**src/rtl/itm_pkg.sv**
```systemverilog
package itm_pkg;

  typedef enum logic [2:0] {
    M_TC       = 3'd0,
    M_ONESHOT  = 3'd1,
    M_RATE     = 3'd2,
    M_SQUARE   = 3'd3,
    M_SWSTROBE = 3'd4,
    M_HWSTROBE = 3'd5
  } itm_mode_e;

  localparam logic [1:0] ORD_NONE = 2'b00;
  localparam logic [1:0] ORD_LO   = 2'b01;
  localparam logic [1:0] ORD_HI   = 2'b10;
  localparam logic [1:0] ORD_BOTH = 2'b11;

  // codes 11x fold onto the periodic programs
  function automatic itm_mode_e itm_norm_mode(input logic [2:0] raw);
    if (raw[2:1] == 2'b11) return itm_mode_e'({1'b0, raw[1:0]});
    return itm_mode_e'(raw);
  endfunction

endpackage

```
**src/rtl/itm_decrement.sv**
```systemverilog
module itm_decrement #(
  parameter int unsigned CNT_W = 16
) (
  input  logic [CNT_W-1:0] x,
  input  logic             bcd,
  output logic [CNT_W-1:0] y
);
  localparam int unsigned DIGITS = CNT_W / 4;

  logic [DIGITS-1:0] borrow;
  logic [CNT_W-1:0]  y_bcd;

  assign borrow[0] = 1'b1;

  for (genvar g = 0; g < DIGITS; g++) begin : g_digit
    logic [3:0] dig;
    assign dig = x[4*g +: 4];
    assign y_bcd[4*g +: 4] = !borrow[g] ? dig : ((dig == 4'd0) ? 4'd9 : dig - 4'd1);
    if (g < DIGITS - 1) begin : g_chain
      assign borrow[g+1] = borrow[g] & (dig == 4'd0);
    end
  end

  assign y = bcd ? y_bcd : (x - 1'b1);

endmodule

```
**src/rtl/itm_wr_port.sv**
```systemverilog
module itm_wr_port
  import itm_pkg::*;
#(
  parameter int unsigned BYTE_W   = 8,
  parameter logic [1:0]  CHAN_SEL = 2'd0
) (
  input  logic                  clk,
  input  logic                  rst_n,
  input  logic                  wr_fire,
  input  logic                  wr_ctrl,
  input  logic [BYTE_W-1:0]     wr_data,
  output itm_mode_e             mode_q,
  output logic                  bcd_q,
  output logic [2*BYTE_W-1:0]   cr_q,
  output logic                  cfg_wr,
  output itm_mode_e             cfg_mode,
  output logic                  ld_req,
  output logic                  halt
);
  localparam int unsigned CNT_W = 2 * BYTE_W;

  logic [1:0] ord_q;
  logic       lo_pend_q;
  logic       cnt_fire;

  assign cfg_wr   = wr_fire && wr_ctrl && (wr_data[7:6] == CHAN_SEL) && (wr_data[5:4] != ORD_NONE);
  assign cfg_mode = itm_norm_mode(wr_data[3:1]);
  assign cnt_fire = wr_fire && !wr_ctrl;
  assign ld_req   = cnt_fire && ((ord_q != ORD_BOTH) || lo_pend_q);
  assign halt     = cnt_fire && (ord_q == ORD_BOTH) && !lo_pend_q && (mode_q == M_TC);

  always_ff @(posedge clk or negedge rst_n) begin
    if (!rst_n) begin
      mode_q    <= M_TC;
      bcd_q     <= 1'b0;
      ord_q     <= ORD_BOTH;
      lo_pend_q <= 1'b0;
      cr_q      <= '0;
    end else if (cfg_wr) begin
      mode_q    <= cfg_mode;
      bcd_q     <= wr_data[0];
      ord_q     <= wr_data[5:4];
      lo_pend_q <= 1'b0;
    end else if (cnt_fire) begin
      unique case (ord_q)
        ORD_LO: cr_q <= {{(CNT_W-BYTE_W){1'b0}}, wr_data};
        ORD_HI: cr_q <= {wr_data, {BYTE_W{1'b0}}};
        default: begin
          if (!lo_pend_q) begin
            cr_q[BYTE_W-1:0] <= wr_data;
            lo_pend_q        <= 1'b1;
          end else begin
            cr_q[CNT_W-1:BYTE_W] <= wr_data;
            lo_pend_q            <= 1'b0;
          end
        end
      endcase
    end
  end

  AST_FOREIGN_SEL_IGNORED: assert property (@(posedge clk) disable iff (!rst_n)
    (wr_fire && wr_ctrl && wr_data[7:6] != CHAN_SEL) |=> ($stable(mode_q) && $stable(ord_q)));
  AST_ORDER_NONE_IGNORED: assert property (@(posedge clk) disable iff (!rst_n)
    (wr_fire && wr_ctrl && wr_data[5:4] == ORD_NONE) |=> ($stable(mode_q) && $stable(bcd_q)));

endmodule

```
**src/rtl/itm_core.sv**
```systemverilog
module itm_core
  import itm_pkg::*;
#(
  parameter int unsigned CNT_W = 16
) (
  input  logic             clk,
  input  logic             rst_n,
  input  itm_mode_e        mode_q,
  input  logic             bcd,
  input  logic [CNT_W-1:0] cr,
  input  logic             cfg_wr,
  input  itm_mode_e        cfg_mode,
  input  logic             ld_req,
  input  logic             halt,
  input  logic             gate,
  output logic             out_q,
  output logic [CNT_W-1:0] ce_q,
  output logic             null_q
);
  logic             run_q, pend_q, armed_q, have_q, gate_q;
  logic [CNT_W-1:0] dec1, dec2;
  logic             gate_rise, cnt_en, is_periodic, is_strobe, is_hwtrig, ce_is1, ce_is2;

  itm_decrement #(.CNT_W(CNT_W)) u_dec1 (.x(ce_q), .bcd(bcd), .y(dec1));
  itm_decrement #(.CNT_W(CNT_W)) u_dec2 (.x(dec1), .bcd(bcd), .y(dec2));

  assign gate_rise   = gate && !gate_q;
  assign is_periodic = (mode_q == M_RATE) || (mode_q == M_SQUARE);
  assign is_strobe   = (mode_q == M_SWSTROBE) || (mode_q == M_HWSTROBE);
  assign is_hwtrig   = (mode_q == M_ONESHOT) || (mode_q == M_HWSTROBE);
  assign cnt_en      = is_hwtrig ? 1'b1 : gate;
  assign ce_is1      = (ce_q == CNT_W'(1));
  assign ce_is2      = (ce_q == CNT_W'(2));

  always_ff @(posedge clk or negedge rst_n) begin
    if (!rst_n) begin
      ce_q    <= '0;
      out_q   <= 1'b0;
      run_q   <= 1'b0;
      pend_q  <= 1'b0;
      armed_q <= 1'b0;
      have_q  <= 1'b0;
      null_q  <= 1'b0;
      gate_q  <= 1'b1;
    end else begin
      gate_q <= gate;
      if (cfg_wr) begin
        run_q   <= 1'b0;
        pend_q  <= 1'b0;
        armed_q <= 1'b0;
        have_q  <= 1'b0;
        out_q   <= (cfg_mode != M_TC);
      end else begin
        if (is_strobe) out_q <= 1'b1;
        if (ld_req) begin
          null_q <= 1'b1;
          have_q <= 1'b1;
          unique case (mode_q)
            M_TC:                begin out_q <= 1'b0; run_q <= 1'b0; pend_q <= 1'b1; end
            M_SWSTROBE:          begin run_q <= 1'b0; pend_q <= 1'b1; end
            M_RATE, M_SQUARE:    if (!run_q) pend_q <= 1'b1;
            default:             ;
          endcase
        end else if (halt) begin
          out_q  <= 1'b0;
          run_q  <= 1'b0;
          pend_q <= 1'b0;
        end else if (pend_q) begin
          ce_q    <= cr;
          run_q   <= 1'b1;
          null_q  <= 1'b0;
          pend_q  <= 1'b0;
          armed_q <= 1'b1;
          if (is_periodic) out_q <= 1'b1;
        end else if (gate_rise && have_q && is_hwtrig) begin
          ce_q    <= cr;
          run_q   <= 1'b1;
          null_q  <= 1'b0;
          armed_q <= 1'b1;
          if (mode_q == M_ONESHOT) out_q <= 1'b0;
        end else if (gate_rise && run_q && is_periodic) begin
          ce_q   <= cr;
          out_q  <= 1'b1;
          null_q <= 1'b0;
        end else if (run_q && cnt_en) begin
          unique case (mode_q)
            M_TC: begin
              ce_q <= dec1;
              if (ce_is1) out_q <= 1'b1;
            end
            M_ONESHOT: begin
              ce_q <= dec1;
              if (ce_is1 && armed_q) begin
                out_q   <= 1'b1;
                armed_q <= 1'b0;
              end
            end
            M_RATE: begin
              if (ce_is1) begin
                ce_q   <= cr;
                out_q  <= 1'b1;
                null_q <= 1'b0;
              end else begin
                ce_q  <= dec1;
                out_q <= !ce_is2;
              end
            end
            M_SQUARE: begin
              if (ce_is2) begin
                ce_q   <= out_q ? {cr[CNT_W-1:1], 1'b0} : cr;
                out_q  <= !out_q;
                null_q <= 1'b0;
              end else begin
                ce_q <= ce_q[0] ? dec1 : dec2;
              end
            end
            default: begin
              ce_q <= dec1;
              if (ce_is1 && armed_q) begin
                out_q   <= 1'b0;
                armed_q <= 1'b0;
              end
            end
          endcase
        end
        if (is_periodic && !gate) out_q <= 1'b1;
      end
    end
  end

  AST_LOAD_TRANSFER: assert property (@(posedge clk) disable iff (!rst_n)
    (pend_q && !cfg_wr && !ld_req && !halt) |=> ((ce_q == $past(cr)) && !null_q));
  AST_NULL_ON_WRITE: assert property (@(posedge clk) disable iff (!rst_n)
    (ld_req && !cfg_wr) |=> null_q);
  AST_TC_OUT_HELD: assert property (@(posedge clk) disable iff (!rst_n)
    (mode_q == M_TC && out_q && !cfg_wr && !ld_req && !halt) |=> out_q);
  AST_RATE_ONE_LOW: assert property (@(posedge clk) disable iff (!rst_n)
    (mode_q == M_RATE && !out_q && !cfg_wr) |=> out_q);
  AST_STROBE_ONE_LOW: assert property (@(posedge clk) disable iff (!rst_n)
    (is_strobe && !out_q && !cfg_wr) |=> out_q);
  AST_GATE_FORCES_HIGH: assert property (@(posedge clk) disable iff (!rst_n)
    (is_periodic && !gate && !cfg_wr) |=> out_q);
  AST_GATE_FREEZES_TC: assert property (@(posedge clk) disable iff (!rst_n)
    (mode_q == M_TC && !gate && !cfg_wr && !ld_req && !halt && !pend_q) |=> $stable(ce_q));

endmodule

```
**src/rtl/interval_timer.sv**
```systemverilog
module interval_timer
  import itm_pkg::*;
#(
  parameter int unsigned BYTE_W   = 8,
  parameter logic [1:0]  CHAN_SEL = 2'd0
) (
  input  logic                clk,
  input  logic                rst_n,
  input  logic                wr_valid,
  output logic                wr_ready,
  input  logic                wr_ctrl,
  input  logic [BYTE_W-1:0]   wr_data,
  input  logic                gate,
  output logic                out,
  output logic [2*BYTE_W-1:0] count,
  output logic                null_count
);
  localparam int unsigned CNT_W = 2 * BYTE_W;

  itm_mode_e        mode_q, cfg_mode;
  logic             bcd_q, cfg_wr, ld_req, halt;
  logic [CNT_W-1:0] cr_q;

  assign wr_ready = 1'b1;

  itm_wr_port #(.BYTE_W(BYTE_W), .CHAN_SEL(CHAN_SEL)) u_wr (
    .clk(clk), .rst_n(rst_n), .wr_fire(wr_valid && wr_ready), .wr_ctrl(wr_ctrl),
    .wr_data(wr_data), .mode_q(mode_q), .bcd_q(bcd_q), .cr_q(cr_q),
    .cfg_wr(cfg_wr), .cfg_mode(cfg_mode), .ld_req(ld_req), .halt(halt)
  );

  itm_core #(.CNT_W(CNT_W)) u_core (
    .clk(clk), .rst_n(rst_n), .mode_q(mode_q), .bcd(bcd_q), .cr(cr_q),
    .cfg_wr(cfg_wr), .cfg_mode(cfg_mode), .ld_req(ld_req), .halt(halt),
    .gate(gate), .out_q(out), .ce_q(count), .null_q(null_count)
  );

endmodule

```
**config.mk**
```make
export PLATFORM = sky130hd
export DESIGN_NAME = interval_timer
export DESIGN_NICKNAME = d
export VERILOG_FILES = /design/src/rtl/itm_pkg.sv /design/src/rtl/itm_decrement.sv /design/src/rtl/itm_wr_port.sv /design/src/rtl/itm_core.sv /design/src/rtl/interval_timer.sv
export SDC_FILE = /design/constraint.sdc
export NUM_CORES = 1
export LEC_CHECK = 0
export BUFFER_PORTS_ARGS = -buffer_cell sky130_fd_sc_hd__buf_2
export CAP_MARGIN = 10
export CORE_ASPECT_RATIO = 1.25
export CORE_UTILIZATION = 61
export CTS_BUF_LIST = sky130_fd_sc_hd__clkbuf_4 sky130_fd_sc_hd__clkbuf_8 sky130_fd_sc_hd__clkbuf_16
export CTS_CLUSTER_DIAMETER = 120
export CTS_CLUSTER_SIZE = 16
export DETAILED_ROUTE_END_ITERATION = 6
export PLACE_DENSITY = 0.89
export REMOVE_ABC_BUFFERS = 1
export SYNTH_ARGS = -nofsm -noshare
export SYNTH_HDL_FRONTEND = slang
export SYNTH_SLANG_ARGS = --single-unit
```
**constraint.sdc**
```tcl
create_clock -name clk -period 4.05 [get_ports clk]
set_input_delay 1.0125 -clock clk [delete_from_list [all_inputs] [get_ports clk]]
set_output_delay 1.0125 -clock clk [all_outputs]
set_load 0.02 [all_outputs]
```
==> metrics.txt, run 1 <==
# TYPE chip_impl_metric gauge
chip_impl_metric{name="hold_viol",unit=""} 0
chip_impl_info{name="ys_dominant_reg_cell",value="dfrtp_1"} 1
chip_impl_metric{name="die_h",unit="um"} 88.8
chip_impl_metric{name="postSynthCellCount",unit=""} 482
chip_impl_metric{name="viasPerCell",unit=""} 6.71
chip_impl_metric{name="async_flop_share",unit=""} 1.00
chip_impl_metric{name="post-cts-setup-buffer-count",unit=""} 0
chip_impl_metric{name="initial_core_util",unit=""} 0.632
chip_impl_metric{name="multi_input_area",unit="um^2"} 2360
chip_impl_info{name="crit_top_cell",value="o211ai_1"} 1
chip_impl_metric{name="drv_slew",unit=""} 0
chip_impl_metric{name="finalCritPeriodShare",unit=""} 0.894
chip_impl_metric{name="path_max_fanout",unit=""} 7
chip_impl_info{name="cp_slowest_cell",value="or4bb_1"} 1
chip_impl_metric{name="clkSlewWorstSetupHoldPaths",unit="ps"} 90
chip_impl_info{name="crit_path_cell_chain",value="inv_1 > ha_1 > or4bb_1 > o211ai_1 > o211ai_1 > or4b_1 > nor4_2 > nand4_1 > mux2_2 > a221oi_2 > o21ai_1"} 1
chip_impl_info{name="commonest_cells_in_the_synthesized_netlist",value="nand2_1, o21ai_0, nor2_1"} 1
chip_impl_metric{name="vdd_ir_drop_max",unit="V"} 0.000404
chip_impl_metric{name="number_of_nets_in_the_final_layout",unit=""} 523
chip_impl_metric{name="total_clock_buffers_created_by_cts",unit=""} 5
chip_impl_metric{name="num_vias",unit=""} 3817
chip_impl_metric{name="finish.instance_area",unit="um^2"} 4000
chip_impl_metric{name="dr.first_iter.drc_count",unit=""} 290
chip_impl_metric{name="grt_max_degree",unit=""} 47
chip_impl_metric{name="chipWidth",unit="um"} 71.4
chip_impl_metric{name="sequential_cell_area",unit="um^2"} 1150
chip_impl_metric{name="timing.slew.headroom",unit=""} 0.294
chip_impl_metric{name="io_pins",unit=""} 32
chip_impl_metric{name="power_frac_seq",unit=""} 0.343
chip_impl_metric{name="placeableCoreArea",unit="um^2"} 5820
chip_impl_info{name="worst_path_dominant_cell_family",value="simple AND/OR/NAND/NOR gates"} 1
chip_impl_metric{name="intPower",unit="mW"} 1.42
chip_impl_metric{name="rows",unit=""} 31
chip_impl_metric{name="clk_path_buf_depth",unit=""} 2
chip_impl_metric{name="finalClockSkew",unit="ps"} 6.33
chip_impl_metric{name="hpwlAfterDp",unit="mm"} 8.64
chip_impl_info{name="post_synth_main_area_contributors",value="dfrtp_1, nand2_1, o21ai_0"} 1
chip_impl_info{name="worst-setup-path-type",value="register to register"} 1
chip_impl_metric{name="yosys_warnings",unit=""} 0
chip_impl_metric{name="critical_path_required",unit="ps"} 4240
chip_impl_metric{name="number_of_antenna_violations_at_the_first_check_in_global_routing",unit=""} 0
chip_impl_metric{name="final_layout_size_suffix_gt1_frac",unit=""} 0.149
chip_impl_metric{name="synth_top_area_frac",unit=""} 0.293
chip_impl_metric{name="die_area",unit="um^2"} 6340
chip_impl_metric{name="syn_avg_cell_area",unit="um^2"} 7.62
chip_impl_metric{name="grt_util_all_layers",unit=""} 0.371
chip_impl_metric{name="finalWirelength",unit="mm"} 11.3
chip_impl_metric{name="insertion_delay_to_the_later_sink_of_the_worst_skew_pair",unit="ps"} 300
chip_impl_info{name="yosysMostFrequentCell",value="nand2_1"} 1
chip_impl_metric{name="worst-path-buf-inv",unit=""} 1
chip_impl_metric{name="post_synth_edffs",unit=""} 0
chip_impl_metric{name="antenna_cells_inserted",unit=""} 0
chip_impl_metric{name="min_period",unit="ps"} 3620
chip_impl_metric{name="worst-slew-pin-transition",unit="ps"} 1060
chip_impl_metric{name="critPathMaxStageDelay",unit="ps"} 660
chip_impl_metric{name="drt_pre_antenna_iters",unit=""} 5
chip_impl_metric{name="p_clk_frac",unit=""} 0.125
chip_impl_metric{name="fillCellCount",unit=""} 509
chip_impl_metric{name="avgRoutedWirePerCell",unit="um"} 19.9
chip_impl_metric{name="globalplace.congestion",unit=""} 0.995
chip_impl_metric{name="synth.cell_area",unit="um^2"} 3670
chip_impl_metric{name="htreeDepth",unit=""} 2
chip_impl_metric{name="grt.overflow.total",unit=""} 0
chip_impl_metric{name="final-setup-viol-count",unit=""} 0
chip_impl_info{name="grt_setup_unrepaired",value="false"} 1
chip_impl_metric{name="netlist-cell-type-count",unit=""} 71
chip_impl_metric{name="drt_drc_violations_left",unit=""} 0
chip_impl_metric{name="worstPathArrival",unit="ps"} 3810
chip_impl_info{name="cts_tree",value="done"} 1
chip_impl_metric{name="p_per_area",unit="nW/um^2"} 719
chip_impl_metric{name="power.share.combinational",unit=""} 0.532
chip_impl_metric{name="postSynthRegisterBits",unit=""} 46
chip_impl_info{name="clock_tree.root_cell",value="clkbuf_8"} 1
chip_impl_info{name="endpoint_kind",value="register"} 1
chip_impl_info{name="crit_path_start_kind",value="register"} 1
chip_impl_metric{name="antenna_violating_nets_post_route",unit=""} 0
chip_impl_metric{name="ctsResizeCount",unit=""} 0
chip_impl_metric{name="synth-seq-area-share",unit=""} 0.314
chip_impl_info{name="synth.largest_area_cell",value="dfrtp_1"} 1
chip_impl_metric{name="via_count_of_the_first_global_routing_pass",unit=""} 3600
chip_impl_metric{name="setup-tns-final",unit="ps"} 0
chip_impl_metric{name="grt_pass1_wl",unit="mm"} 17.9
chip_impl_info{name="hp-class",value="register to register"} 1
chip_impl_metric{name="leakagePower",unit="nW"} 1.60
chip_impl_metric{name="numClockSinks",unit=""} 46
chip_impl_metric{name="io_buffers",unit=""} 30
chip_impl_metric{name="cts-hold-fix-buffers",unit=""} 0
chip_impl_metric{name="syn_to_final_growth",unit="%"} 8.92
chip_impl_metric{name="dpl-instance-area",unit="um^2"} 3890
chip_impl_metric{name="max_clock_freq",unit="MHz"} 276
chip_impl_info{name="run_status",value="finished, final reports clean"} 1
chip_impl_metric{name="proportion_of_total_power_due_to_net_switching",unit=""} 0.505
chip_impl_metric{name="timing.max_cap.violations",unit=""} 0
chip_impl_metric{name="power.switching",unit="mW"} 1.45
[routing by layer]
metal  wire (um)  vias up  global-route usage
li1            -     1799                   -
met1        4410     1771               0.435
met2        5680      204               0.644
met3         756       43              0.0626
met4         497        0               0.211
met5           0        -                   0
[power groups by stage]
stage / sequential, mW / combinational (mW) / clock [mW]
finish: 0.986 / 1.53 / 0.360
global route: 1.01 / 1.67 / 0.379
detailed placement: 0.984 / 1.50 / 0
global placement: 0.970 / 1.47 / 0
floorplan: 1.00 / 0.942 / 0
CTS: 0.974 / 1.51 / 0.363
[worst paths after layout]
kind,startpoint,to,slack [ps],cells after the start
min reg2reg,u_wr.cr_q[8],u_wr.cr_q[8],500,2
max reg2reg,u_core.ce_q[1],u_core.ce_q[14],430,11
max in group asynchronous,rst_n,u_core.ce_q[10],2510,1
max,u_core.ce_q[1],u_core.ce_q[14],430,11
min in group asynchronous,rst_n,u_core.ce_q[15],890,1
min,u_wr.cr_q[8],u_wr.cr_q[8],500,2
[state kept, by name, summed over array words and instances (netlist names)]
| register | cells |
|---|---|
| u_core.null_q | 1 |
| u_core.ce_q | 16 |
| u_core.out_q | 1 |
| u_core.pend_q | 1 |
| u_core.armed_q | 1 |
| u_wr.lo_pend_q | 1 |
| u_core.have_q | 1 |
| u_core.gate_q | 1 |
| u_wr.ord_q | 2 |
| u_core.run_q | 1 |
| u_wr.cr_q | 16 |
| u_wr.mode_q | 3 |
| u_wr.bcd_q | 1 |
[logic make-up (layout without fill, tap and decap cells)]
kind of cell               after synthesis  after routing  share of synthesized area
and+or+nand+nor                        218            218                      0.299
AOI/OAI and AO/OA                      147            147                      0.257
DFF                                     46             46                      0.314
buffers and inverters                   41             62                     0.0456
xor gates and xnor gates                12             12                     0.0286
muxes                                    9              9                     0.0276
adders and majority gates                8              8                     0.0272
other                                    1              1                    0.00102
[placed cells by master (no fill, tap or decap), types with 3 or more instances in the layout]
cell | netlist | final
buf_4 | 1 | 14
nor2_1 | 47 | 47
nor3_1 | 16 | 16
o211ai_1 | 7 | 7
nand2_1 | 77 | 77
nand2b_1 | 8 | 8
clkbuf_8 | 0 | 5
a32oi_1 | 3 | 3
nand3_1 | 11 | 11
o22ai_1 | 6 | 6
o21ai_0 | 51 | 51
ha_1 | 8 | 8
a211o_1 | 3 | 3
nand3b_1 | 4 | 4
mux2i_1 | 3 | 3
dfstp_2 | 3 | 3
or3_1 | 6 | 6
buf_2 | 7 | 30
mux2_2 | 5 | 5
a31oi_1 | 9 | 9
nand4_1 | 6 | 6
or2_2 | 3 | 3
dfrtp_1 | 43 | 43
o221ai_1 | 3 | 3
xnor2_1 | 7 | 7
a211oi_1 | 7 | 7
o21ai_1 | 5 | 5
nor2b_1 | 8 | 8
o31ai_1 | 4 | 4
inv_1 | 10 | 10
a221oi_1 | 3 | 3
a21o_1 | 4 | 4
nor4_1 | 7 | 6
o21a_1 | 3 | 3
xor2_1 | 5 | 5
a21oi_1 | 24 | 24
or4_1 | 3 | 3
[worst register-to-register path: stages (launching register included)]
cell,delay (ps)
dfrtp_1,450
inv_1,160
ha_1,300
or4bb_1,660
o211ai_1,160
o211ai_1,180
or4b_1,580
nor4_2,270
nand4_1,150
mux2_2,310
a221oi_2,200
o21ai_1,90
[layout make-up]
class,instances,area share
Tap cell,66,0.0206
Sequential cell,46,0.289
Inverter,10,0.00938
Clock buffer,6,0.0191
Clock inverter,2,0.00938
Timing Repair Buffer,44,0.0638
Multi-Input combinational cell,395,0.589
[through the flow]
step           worst slack (ps)  power [mW]  std cells  utilization  hold WS [ps]
2_1_floorplan               475        1.94        451            -           445
3_3_place_gp                581        2.44        561        0.668           476
3_5_place_dp                502        2.48        561        0.668           481
4_1_cts                     469        2.84        569        0.688           502
5_1_grt                     136        3.07        569        0.688           523
6_report                    430        2.88        569        0.688           501
Note: power is estimated with default switching activity, not from simulation.
==> run 2: changes to the inputs <==
Clock period 4.05 ns to 4.5 ns, I/O delays scaled along.
==> metrics.txt, run 2 (synthesis results as in run 1) <==
# TYPE chip_impl_metric gauge
chip_impl_info{name="run_status",value="finished, final reports clean"} 1
chip_impl_metric{name="die_area",unit="um^2"} 6340
chip_impl_metric{name="cts-hold-fix-buffers",unit=""} 0
chip_impl_metric{name="htreeDepth",unit=""} 2
chip_impl_metric{name="via_count_of_the_first_global_routing_pass",unit=""} 3511
chip_impl_metric{name="antenna_cells_inserted",unit=""} 0
chip_impl_metric{name="max_clock_freq",unit="MHz"} 256
chip_impl_metric{name="critical_path_required",unit="ps"} 4680
chip_impl_metric{name="num_vias",unit=""} 3830
chip_impl_info{name="cp_slowest_cell",value="or4b_1"} 1
chip_impl_info{name="critPathLaunch",value="u_core.ce_q[0]"} 1
chip_impl_metric{name="worstPathArrival",unit="ps"} 4080
chip_impl_metric{name="finalClockSkew",unit="ps"} 8.39
chip_impl_metric{name="hold_viol",unit=""} 0
chip_impl_metric{name="number_of_nets_in_the_final_layout",unit=""} 518
chip_impl_metric{name="grt.overflow.total",unit=""} 0
chip_impl_metric{name="chipWidth",unit="um"} 71.4
chip_impl_metric{name="globalplace.congestion",unit=""} 0.995
chip_impl_info{name="worst-setup-path-type",value="register to register"} 1
chip_impl_metric{name="ctsResizeCount",unit=""} 0
chip_impl_metric{name="grt_util_all_layers",unit=""} 0.366
chip_impl_metric{name="syn_to_final_growth",unit="%"} 7.87
chip_impl_metric{name="dr.first_iter.drc_count",unit=""} 307
chip_impl_metric{name="final-setup-viol-count",unit=""} 0
chip_impl_metric{name="r2r_cells",unit=""} 11
chip_impl_metric{name="antenna_violating_nets_post_route",unit=""} 0
chip_impl_info{name="crit_path_start_kind",value="register"} 1
chip_impl_metric{name="path_depth",unit=""} 11
chip_impl_metric{name="hold-worst-slack",unit="ps"} 502
chip_impl_info{name="hp-class",value="register to register"} 1
chip_impl_metric{name="vdd_ir_drop_max",unit="V"} 0.000424
chip_impl_metric{name="finalWirelength",unit="mm"} 11.0
chip_impl_info{name="timing.rr.end",value="u_core.ce_q[14]"} 1
chip_impl_metric{name="leakagePower",unit="nW"} 1.58
chip_impl_metric{name="hpwlAfterDp",unit="mm"} 8.44
chip_impl_metric{name="initial_core_util",unit=""} 0.632
chip_impl_metric{name="path_max_fanout",unit=""} 14
chip_impl_metric{name="drt_drc_violations_left",unit=""} 0
chip_impl_metric{name="clkSlewWorstSetupHoldPaths",unit="ps"} 90
chip_impl_metric{name="worst-path-buf-inv",unit=""} 1
chip_impl_info{name="critPathCapture",value="u_core.ce_q[14]"} 1
chip_impl_metric{name="p_per_area",unit="nW/um^2"} 639
chip_impl_info{name="endpoint_kind",value="register"} 1
chip_impl_metric{name="avgRoutedWirePerCell",unit="um"} 19.5
chip_impl_info{name="layout_commonest_cell",value="nand2_1"} 1
chip_impl_metric{name="timing.reg2reg.setup_slack",unit="ps"} 590
chip_impl_info{name="worst_path_dominant_cell_family",value="simple AND/OR/NAND/NOR gates"} 1
chip_impl_info{name="layout_common_cells",value="nand2_1, o21ai_0, nor2_1"} 1
chip_impl_metric{name="io_pins",unit=""} 32
chip_impl_metric{name="io_buffers",unit=""} 30
chip_impl_metric{name="setup-tns-final",unit="ps"} 0
chip_impl_metric{name="post-cts-setup-buffer-count",unit=""} 0
chip_impl_metric{name="insertion_delay_to_the_later_sink_of_the_worst_skew_pair",unit="ps"} 300
chip_impl_info{name="grt_setup_unrepaired",value="false"} 1
chip_impl_metric{name="viasPerCell",unit=""} 6.79
chip_impl_metric{name="die_h",unit="um"} 88.8
chip_impl_metric{name="finalCritPeriodShare",unit=""} 0.868
chip_impl_info{name="cts_tree",value="done"} 1
chip_impl_info{name="startpoint_of_the_most_critical_register_to_register_path",value="u_core.ce_q[0]"} 1
chip_impl_info{name="registers_with_the_most_flip_flops",value="u_core.ce_q: 16 flops, u_wr.cr_q: 16 flops, u_wr.mode_q: 3 flops"} 1
chip_impl_metric{name="grt_max_degree",unit=""} 47
chip_impl_metric{name="critPathMaxStageDelay",unit="ps"} 650
chip_impl_metric{name="rows",unit=""} 31
chip_impl_info{name="crit_path_cell_chain",value="inv_1 > ha_1 > nor3b_1 > mux2i_1 > o21bai_1 > or4b_1 > nor4_2 > nand4_1 > mux2_2 > a221oi_2 > o21ai_1"} 1
chip_impl_metric{name="clk_path_buf_depth",unit=""} 2
chip_impl_metric{name="final_layout_size_suffix_gt1_frac",unit=""} 0.141
chip_impl_info{name="clock_tree.root_cell",value="clkbuf_8"} 1
chip_impl_metric{name="min_period",unit="ps"} 3910
chip_impl_metric{name="timing.slew.headroom",unit=""} 0.319
chip_impl_metric{name="drv_slew",unit=""} 0
chip_impl_metric{name="placeableCoreArea",unit="um^2"} 5820
chip_impl_metric{name="total_clock_buffers_created_by_cts",unit=""} 5
chip_impl_metric{name="numClockSinks",unit=""} 46
chip_impl_metric{name="fillCellCount",unit=""} 499
chip_impl_metric{name="timing.max_cap.violations",unit=""} 0
chip_impl_metric{name="grt_pass1_wl",unit="mm"} 17.6
chip_impl_metric{name="drt_pre_antenna_iters",unit=""} 5
chip_impl_metric{name="worst-slew-pin-transition",unit="ps"} 1020
chip_impl_metric{name="number_of_antenna_violations_at_the_first_check_in_global_routing",unit=""} 0
==> run 2: cell types whose count changed in the layout (fill, tap and decap cells not counted) <==
cell / change
buf_4: -5
clkinv_2: +1
clkbuf_4: -1
inv_6: +1
clkinvlp_4: -1
==> run 2: worst min path at each step <==
stage | start | to | slack, ps | cells after the start
global route | u_core.null_q | u_core.null_q | 530 | 2
finish | u_wr.cr_q[8] | u_wr.cr_q[8] | 500 | 2
floorplan | u_wr.cr_q[3] | u_wr.cr_q[3] | 440 | 2
global placement | u_wr.cr_q[8] | u_wr.cr_q[8] | 480 | 2
CTS | u_wr.cr_q[8] | u_wr.cr_q[8] | 500 | 2
detailed placement | u_wr.cr_q[8] | u_wr.cr_q[8] | 480 | 2
==> run 2: layer usage <==
metal	part of all wire	routed length, um	track usage	vias up
met5	0	0	0	-
met3	0.061	672	0.0387	39
met1	0.40	4370	0.448	1807
met4	0.050	550	0.191	0
li1	-	-	-	1793
met2	0.49	5390	0.638	191
==> run 2: final cells by class <==
class / count / area, um^2 / share of cell area
inverters: 10 / 37.5 / 0.00947
repair buffers: 39 / 218 / 0.0549
clock inverters: 3 / 43.8 / 0.0110
clock buffers: 5 / 68.8 / 0.0174
well taps: 66 / 82.6 / 0.0208
multi-input cells: 395 / 2360 / 0.595
flip-flops and latches: 46 / 1150 / 0.291
==> run 2: power by group <==
| part | total (mW) | switching, mW | internal (mW) |
|---|---|---|---|
| registers | 0.905 | 0.322 | 0.583 |
| logic | 1.31 | 0.811 | 0.504 |
| clock network | 0.314 | 0.148 | 0.167 |
==> run 2: worst register-to-register path, delay by kind of cell (launching register included) <==
kind	cells	cell delay, ps
adders and majority gates	1	270
AOI/OAI and AO/OA	3	490
DFF	1	550
and+or+nand+nor	4	1610
muxes	2	580
buffers and inverters	1	280
==> run 2: metrics by stage <==
step	instance area (um^2)	power (mW)	utilization	setup slack (ps)	std cells
after floorplan	3540	1.75	-	813	451
after global placement	3850	2.17	0.662	800	556
after detailed placement	3850	2.20	0.662	673	556
after CTS	3960	2.51	0.681	644	564
after global routing	3960	2.73	0.681	341	564
final	3960	2.53	0.681	593	564
==> run 3: changes to the inputs <==
Settings changed: CORE_MARGIN set to 2, MAX_ROUTING_LAYER set to met4.
==> metrics.txt, run 3 (synthesis results as in run 1) <==
# TYPE chip_impl_metric gauge
chip_impl_metric{name="timing.reg2reg.setup_slack",unit="ps"} 690
chip_impl_metric{name="power.switching",unit="mW"} 1.32
chip_impl_info{name="worst-setup-path-type",value="register to register"} 1
chip_impl_metric{name="insertion_delay_to_the_later_sink_of_the_worst_skew_pair",unit="ps"} 300
chip_impl_metric{name="r2r_cells",unit=""} 11
chip_impl_metric{name="io_pins",unit=""} 32
chip_impl_metric{name="clkSlewWorstSetupHoldPaths",unit="ps"} 100
chip_impl_metric{name="globalplace.congestion",unit=""} 0.985
chip_impl_metric{name="layoutNonFillerInstCount",unit=""} 564
chip_impl_metric{name="cts-hold-fix-buffers",unit=""} 0
chip_impl_metric{name="grt_pass1_wl",unit="mm"} 17.9
chip_impl_info{name="layout_commonest_cell",value="nand2_1"} 1
chip_impl_metric{name="antenna_violating_nets_post_route",unit=""} 0
chip_impl_metric{name="fillCellCount",unit=""} 486
chip_impl_info{name="clock_tree.root_cell",value="clkbuf_8"} 1
chip_impl_metric{name="antenna_cells_inserted",unit=""} 0
chip_impl_metric{name="critical_path_required",unit="ps"} 4680
chip_impl_metric{name="power_frac_seq",unit=""} 0.352
chip_impl_metric{name="p_per_area",unit="nW/um^2"} 651
chip_impl_info{name="timing.rr.end",value="u_core.ce_q[14]"} 1
chip_impl_info{name="hold_path_end",value="u_wr.cr_q[8]"} 1
chip_impl_metric{name="num_vias",unit=""} 3856
chip_impl_metric{name="proportion_of_total_power_due_to_net_switching",unit=""} 0.511
chip_impl_metric{name="drt_drc_violations_left",unit=""} 0
chip_impl_info{name="grt_setup_unrepaired",value="false"} 1
chip_impl_info{name="critPathLaunch",value="u_core.ce_q[0]"} 1
chip_impl_metric{name="finalCritPeriodShare",unit=""} 0.846
chip_impl_metric{name="grt_util_all_layers",unit=""} 0.358
chip_impl_metric{name="grt_max_degree",unit=""} 47
chip_impl_info{name="endpoint_kind",value="register"} 1
chip_impl_metric{name="drt_pre_antenna_iters",unit=""} 5
chip_impl_info{name="startpoint_of_the_most_critical_register_to_register_path",value="u_core.ce_q[0]"} 1
chip_impl_metric{name="io_buffers",unit=""} 30
chip_impl_metric{name="timing.slew.headroom",unit=""} 0.327
chip_impl_metric{name="hpwlAfterDp",unit="mm"} 8.60
chip_impl_metric{name="viasPerCell",unit=""} 6.84
chip_impl_metric{name="avgRoutedWirePerCell",unit="um"} 20.3
chip_impl_metric{name="grt.overflow.total",unit=""} 0
chip_impl_metric{name="worst_hold_path.num_cells",unit=""} 2
chip_impl_metric{name="leakagePower",unit="nW"} 1.58
chip_impl_info{name="run_status",value="finished, final reports clean"} 1
chip_impl_metric{name="chipWidth",unit="um"} 73.4
chip_impl_metric{name="final_power",unit="mW"} 2.58
chip_impl_metric{name="hold_viol",unit=""} 0
chip_impl_metric{name="power.share.combinational",unit=""} 0.524
chip_impl_metric{name="max_clock_freq",unit="MHz"} 263
chip_impl_metric{name="die_h",unit="um"} 90.8
chip_impl_metric{name="path_max_fanout",unit=""} 14
chip_impl_metric{name="worstPathArrival",unit="ps"} 3990
chip_impl_info{name="layout_common_cells",value="nand2_1, o21ai_0, nor2_1"} 1
chip_impl_metric{name="ctsResizeCount",unit=""} 0
chip_impl_metric{name="place_inst",unit=""} 556
chip_impl_metric{name="final_layout_size_suffix_gt1_frac",unit=""} 0.141
chip_impl_metric{name="timing.max_cap.violations",unit=""} 0
chip_impl_metric{name="rows",unit=""} 31
chip_impl_metric{name="via_count_of_the_first_global_routing_pass",unit=""} 3411
chip_impl_metric{name="die_area",unit="um^2"} 6660
chip_impl_info{name="crit_path_start_kind",value="register"} 1
chip_impl_metric{name="numClockSinks",unit=""} 46
chip_impl_metric{name="post-cts-setup-buffer-count",unit=""} 0
chip_impl_metric{name="initial_core_util",unit=""} 0.632
chip_impl_metric{name="setup-tns-final",unit="ps"} 0
chip_impl_metric{name="clk_path_buf_depth",unit=""} 2
chip_impl_metric{name="placeableCoreArea",unit="um^2"} 5820
chip_impl_info{name="cts_tree",value="done"} 1
chip_impl_metric{name="pre_cts_slack",unit="ps"} 751
chip_impl_metric{name="p_clk_frac",unit=""} 0.124
chip_impl_metric{name="total_clock_buffers_created_by_cts",unit=""} 5
chip_impl_metric{name="finalWorstSetupSlack",unit="ps"} 693
chip_impl_metric{name="final_core_util",unit=""} 0.681
chip_impl_metric{name="number_of_antenna_violations_at_the_first_check_in_global_routing",unit=""} 0
chip_impl_metric{name="syn_to_final_growth",unit="%"} 7.87
chip_impl_metric{name="intPower",unit="mW"} 1.26
chip_impl_info{name="hold_start",value="u_wr.cr_q[8]"} 1
chip_impl_metric{name="min_period",unit="ps"} 3810
chip_impl_info{name="registers_with_the_most_flip_flops",value="u_core.ce_q: 16 flops, u_wr.cr_q: 16 flops, u_wr.mode_q: 3 flops"} 1
chip_impl_metric{name="finalWirelength",unit="mm"} 11.4
chip_impl_metric{name="htreeDepth",unit=""} 2
chip_impl_metric{name="vdd_ir_drop_max",unit="V"} 0.000418
chip_impl_metric{name="dr.first_iter.drc_count",unit=""} 291
chip_impl_metric{name="number_of_nets_in_the_final_layout",unit=""} 518
chip_impl_metric{name="drv_slew",unit=""} 0
chip_impl_metric{name="finalClockSkew",unit="ps"} 7.52
chip_impl_metric{name="final-setup-viol-count",unit=""} 0
chip_impl_metric{name="worst-slew-pin-transition",unit="ps"} 1010
chip_impl_info{name="hp-class",value="register to register"} 1
[run 3: final cells by class]
type	instances	area (um^2)	area share
clock inverters	3	43.8	0.0110
flip-flops and latches	46	1150	0.291
inverters	10	37.5	0.00947
clock buffers	5	68.8	0.0174
multi-input cells	395	2360	0.595
well taps	66	82.6	0.0208
repair buffers	39	218	0.0549
[run 3: power groups by stage]
stage	combinational [mW]	clock [mW]	sequential, mW
4_1_cts	1.33	0.321	0.895
5_1_grt	1.47	0.337	0.934
3_5_place_dp	1.32	0	0.903
3_3_place_gp	1.30	0	0.888
2_1_floorplan	0.848	0	0.902
6_report	1.35	0.320	0.907
[run 3: per-stage QoR]
stage	hold WS [ps]	instance area, um^2
3_5_place_dp	473	3850
5_1_grt	516	3960
2_1_floorplan	445	3540
4_1_cts	496	3960
3_3_place_gp	469	3850
6_report	496	3960
[run 3: metal layers]
layer,GRT usage,vias to the layer above,share of wire
met2,0.591,207,0.50
met4,0.130,0,0.038
met5,-,-,0
li1,-,1786,-
met3,0.0324,33,0.064
met1,0.453,1830,0.40
[run 3: how the worst max path moves through the flow]
stage,endpoint,slack (ps),cells past startpoint
final,u_core.ce_q[14],690,11
after global routing,u_core.ce_q[14],410,11
after CTS,u_core.ce_q[14],720,11
after detailed placement,u_core.ce_q[14],750,11
after global placement,u_core.ce_q[14],830,11
after floorplan,u_core.ce_q[14],810,8
[run 3: worst max-delay path, cell delays in order (launching register included)]
cell and delay [ps]:
dfrtp_1 550, inv_1 260, ha_1 270, nor3b_1 530
mux2i_1 250, o21bai_1 190, or4b_1 650, nor4_2 250
nand4_1 140, mux2_2 310, a221oi_2 200, o21ai_1 90
